<file path="src/rtl/pm_cap_regs.sv">
module pm_cap_regs #(
  parameter int ADDR_W = 8,
  parameter logic [ADDR_W-1:0] HDR_OFF = 8'h6C,
  parameter logic [ADDR_W-1:0] CTL_OFF = 8'h70,
  parameter logic [7:0] NPTR_HP = 8'h78,
  parameter logic [7:0] NPTR_NOHP = 8'hD8,
  parameter logic [7:0] CAP_ID = 8'h01
) (
  input  logic              clk,
  input  logic              por_n,
  input  logic              frst_n,
  input  logic [ADDR_W-1:0] cfg_addr,
  input  logic [3:0]        cfg_be,
  input  logic              cfg_wr,
  input  logic [31:0]       cfg_wdata,
  output logic [31:0]       cfg_rdata,
  input  logic              hp_strap,
  input  logic              hp_req,
  output logic [1:0]        pwr_state,
  output logic              pme_msg
);

  localparam logic [1:0] PS_D0 = 2'b00;
  localparam logic [1:0] PS_D3 = 2'b11;

  logic [1:0] pwr_q;
  logic       pme_sts_q, pme_en_q;
  logic       pme_sts_d, pme_en_d;

  wire wr_ctl  = cfg_wr && (cfg_addr == CTL_OFF);
  wire lane0   = wr_ctl && cfg_be[0];
  wire lane1   = wr_ctl && cfg_be[1];
  wire ps_ok   = (cfg_wdata[1:0] == PS_D0) || (cfg_wdata[1:0] == PS_D3);
  wire set_ev  = hp_req && (pwr_q == PS_D3);
  wire clr_ev  = lane1 && cfg_wdata[15];

  assign pme_sts_d = set_ev | (pme_sts_q & ~clr_ev);
  assign pme_en_d  = lane1 ? cfg_wdata[8] : pme_en_q;

  always_ff @(posedge clk or negedge por_n) begin
    if (!por_n) begin
      pme_sts_q <= 1'b0;
      pme_en_q  <= 1'b0;
    end else begin
      pme_sts_q <= pme_sts_d;
      pme_en_q  <= pme_en_d;
    end
  end

  always_ff @(posedge clk or negedge por_n) begin
    if (!por_n) begin
      pwr_q   <= PS_D0;
      pme_msg <= 1'b0;
    end else if (!frst_n) begin
      pwr_q   <= PS_D0;
      pme_msg <= 1'b0;
    end else begin
      if (lane0 && ps_ok) pwr_q <= cfg_wdata[1:0];
      pme_msg <= pme_sts_d & pme_en_d & ~(pme_sts_q & pme_en_q);
    end
  end

  wire [7:0] nptr = hp_strap ? NPTR_HP : NPTR_NOHP;

  always_comb begin
    cfg_rdata = '0;
    if (cfg_addr == HDR_OFF)
      cfg_rdata = {16'h0000, nptr, CAP_ID};
    else if (cfg_addr == CTL_OFF)
      cfg_rdata = {16'h0000, pme_sts_q, 6'b0, pme_en_q, 6'b0, pwr_q};
  end

  assign pwr_state = pwr_q;

endmodule

</file>
<file path="config.mk">
export PLATFORM = sky130hd
export DESIGN_NAME = pm_cap_regs
export DESIGN_NICKNAME = d
export VERILOG_FILES = /design/src/rtl/pm_cap_regs.sv
export SDC_FILE = /design/constraint.sdc
export NUM_CORES = 1
export LEC_CHECK = 0
export BUFFER_PORTS_ARGS = -buffer_cell sky130_fd_sc_hd__buf_2
export CAP_MARGIN = 20
export CORE_UTILIZATION = 25
export CTS_BUF_LIST = sky130_fd_sc_hd__clkbuf_4 sky130_fd_sc_hd__clkbuf_8
export CTS_CLUSTER_DIAMETER = 60
export DETAILED_ROUTE_END_ITERATION = 8
export PLACE_DENSITY = 0.72
export SYNTH_ARGS = -nofsm -noshare
export SYNTH_HDL_FRONTEND = slang
export SYNTH_SLANG_ARGS = --single-unit
</file>
<file path="constraint.sdc">
create_clock -name clk -period 3.26 [get_ports clk]
set_input_delay 0.489 -clock clk [delete_from_list [all_inputs] [get_ports clk]]
set_output_delay 0.489 -clock clk [all_outputs]
set_load 0.02 [all_outputs]
</file>
==> impl_metrics.csv <==
group,metric,value,unit
run_status,status,"finished clean",
logic_synthesis,syn_area,541.8,µm²
floorplan,pin_count,85,
logic_synthesis,yosys.cell_types.count,23,
floorplan,start_util,27.06,%
sta,period_minus_slack,2.398,ns
sta,tightest_slew,0.6370,ns
pwr,leakage,0.3778,nW
logic_synthesis,yosysSeqAreaShare,23.09,%
critical_path,cpMostUsedCell,"buf_2",
cts,cts_buffers,3,
cts,hold_buffers,0,
floorplan,die_h,48.55,µm
critical_path,start_kind,"primary input",
global_route,globalRouteTotalUtil,9.650,%
floorplan,die_x,48.55,µm
cts,ctsRootBufferMaster,"clkbuf_4",
placed_design,port_buffers,30,
placed_design,placed_area,616.8,µm²
cts,htreeDepth,1,
layout,nNetsFinal,145,
cts,tritoncts,"done",
critical_path,r2r-end,"pme_sts_q",
routing,drtPass1Iterations,4,
critical_path,path_delay_family,"simple AND/OR/NAND/NOR gates",
critical_path,crit_chain,"buf_2 > or3b_4 > nor3_1 > and2_1 > buf_2",
global_route,grt_pass1_vias,383,
floorplan,row_count,16,
critical_path,worst-path-buf-inv,2,
cts,cts.sinks,5,
sta,fmax,417.0,MHz
sta,setup_viol,0,
global_route,grt_max_degree,8,
logic_synthesis,ys.warnings.count,0,
pwr,power_density,296.0,nW/µm²
global_route,antenna_found_initial,0,
critical_path,required,2.77,ns
sta,fin_crit_sh,73.55,%
routing,post_drt_wl_per_cell,9.058,µm
placed_design,dpl.hpwl,925.4,µm
routing,drt_iter0_drc,6,
routing,via_per_inst,4.083,
routing,vias,494,
floorplan,dieArea,2357,µm²
layout,final_common_cell,"buf_2",
routing,drc,0,
critical_path,reg2reg_slack,2.25,ns
logic_synthesis,synth.top_cell.area_share,36.03,%
routing,drtAntennaViolNets,0,
cts,clk_latency,0.25,ns
critical_path,worst_setup_path_end_kind,"output pin",
placed_design,place_congestion,0.6785,
critical_path,r2r_cells,4,
critical_path,max_stage_delay,0.55,ns
sta,tns,0,ns
critical_path,r2r_start,"pwr_state[0]",
critical_path,cp_max_fo,7,
cts,clkTransAtPathRegs,0.05,ns
layout,final_cell_mix,"buf_2 (30), conb_1 (24), nand2_1 (7)",
pwr,power,0.0001915,W
logic_synthesis,syn-instance-count,63,
sta,rsz0062_at_grt,"false",
min_path,holdCritPathClass,"primary input to async pin",
job,maxCapViolCount,0,
cts,cts_resized,0,
logic_synthesis,yosysTopAreaCell,"buf_4",
sta,finClkSkew,0.004068,ns
logic_synthesis,syn_avg_cell_area,8.600,µm²
cts,cts_buffer_depth,2,
global_route,grt-ovfl-total,0,
layout,fill_cells,211,
floorplan,core,2002,µm²
layout,areaGrowthSynthToFinish,19.40,%
critical_path,cp_slowest_cell,"nor3_1",
sta,slew-limit-headroom,57.21,%
critical_path,worstSetupPathType,"primary input to output pin",
cts,cts_setup_buffers,0,
routing,routed_wl,1096,µm
logic_synthesis,yosys_register_bits,5,
global_route,grt_pass1_wl,1628,µm
pwr,ir_drop,0.1901,mV
critical_path,crit_arrival,1.91,ns
layout,num_antenna_cells,0,
layout,fin_area,646.9,µm²
layout,drive_gt1_share,40.43,%
logic_synthesis,synthTopCellsByArea,"buf_4 (36%), dfrtp_1 (23%), nand2_1 (4.8%), nor4b_4 (4.4%), a41oi_1 (3.2%)",
sta,hold_viol_final,0,
sta,maxSlewViolCount,0,
-- cell type report --
| cell class | count | area, µm² | area share, % |
|---|---|---|---|
| Clock buffer | 4 | 30.03 | 4.642 |
| Inverter | 1 | 3.754 | 0.5803 |
| Multi-Input combinational cell | 54 | 304.0 | 47.00 |
| Sequential cell | 5 | 125.1 | 19.34 |
| Tap cell | 27 | 33.78 | 5.222 |
| Timing Repair Buffer | 30 | 150.1 | 23.21 |
-- how the worst max path moves through the flow --
stage | cells after the start | slack, ns | endpoint | from
floorplan | 3 | 0.81 | cfg_rdata[15] | cfg_addr[1]
global placement | 5 | 0.84 | cfg_rdata[15] | cfg_addr[1]
detailed placement | 5 | 0.83 | cfg_rdata[1] | cfg_addr[1]
CTS | 5 | 0.82 | cfg_rdata[1] | cfg_addr[1]
global route | 5 | 0.72 | cfg_rdata[15] | cfg_addr[1]
finish | 5 | 0.86 | cfg_rdata[1] | cfg_addr[1]
-- kinds of logic (layout without fill, tap and decap cells) --
group,after synthesis,after routing,share of synthesized area (%)
buffers and inverters,27,35,36.72
muxes,1,1,2.771
other,1,24,0.6922
and+or+nand+nor,22,22,27.02
DFF,5,5,23.09
AOI/OAI and AO/OA,7,7,9.702
-- sequential cells by signal (all words and copies together) (netlist names) --
| name | flops |
|---|---|
| pwr_state | 2 |
| pme_en_q | 1 |
| pme_msg | 1 |
| pme_sts_q | 1 |
-- worst reg2reg max path, delay by kind of cell (launching register included) --
family / cells / cell delay [ns]
flops: 1 / 0.44
simple gates: 4 / 0.45
-- where the power goes --
| group | switching, W | internal, W |
|---|---|---|
| Combinational | 0.0000342 | 0.0000117 |
| Sequential | 0.000000271 | 0.0000627 |
| Clock | 0.0000280 | 0.0000547 |
-- synth_stat cells --
cell type / count
nand2_1: 7
nand3_1: 1
nor4_1: 1
mux2_4: 1
or4_4: 1
nor3_1: 2
or3b_4: 1
buf_4: 26
inv_1: 1
nor4b_4: 1
a41oi_1: 2
dfrtp_1: 5
a31oi_1: 1
nand3b_1: 1
or3b_1: 1
nand2b_1: 1
conb_1: 1
and4b_1: 1
a21o_1: 1
and2_1: 2
a22o_1: 1
o22ai_1: 2
nor2_1: 2
-- layer usage --
| metal | track usage [%] | share of wire (%) | routed length, µm | vias up |
|---|---|---|---|---|
| met5 | 0 | 0 | 0 | - |
| met4 | 5.882 | 2.5 | 27 | 0 |
| met3 | 5.346 | 13 | 140 | 5 |
| met2 | 14.55 | 47 | 510 | 43 |
| met1 | 10.52 | 38 | 418 | 216 |
| li1 | - | - | - | 230 |
-- through the flow --
| stage | utilization, % | setup WS (ns) | std cells | hold WS, ns |
|---|---|---|---|---|
| floorplan | - | 0.8070 | 86 | 0.1934 |
| finish | 32.31 | 0.8622 | 121 | 0.04200 |
| global route | 32.31 | 0.7189 | 121 | 0.03802 |
| CTS | 32.31 | 0.8185 | 121 | 0.04435 |
| global placement | 30.81 | 0.8395 | 117 | 0.3049 |
| detailed placement | 30.81 | 0.8273 | 117 | 0.3117 |
No activity file was read; power rests on OpenSTA's default activity.
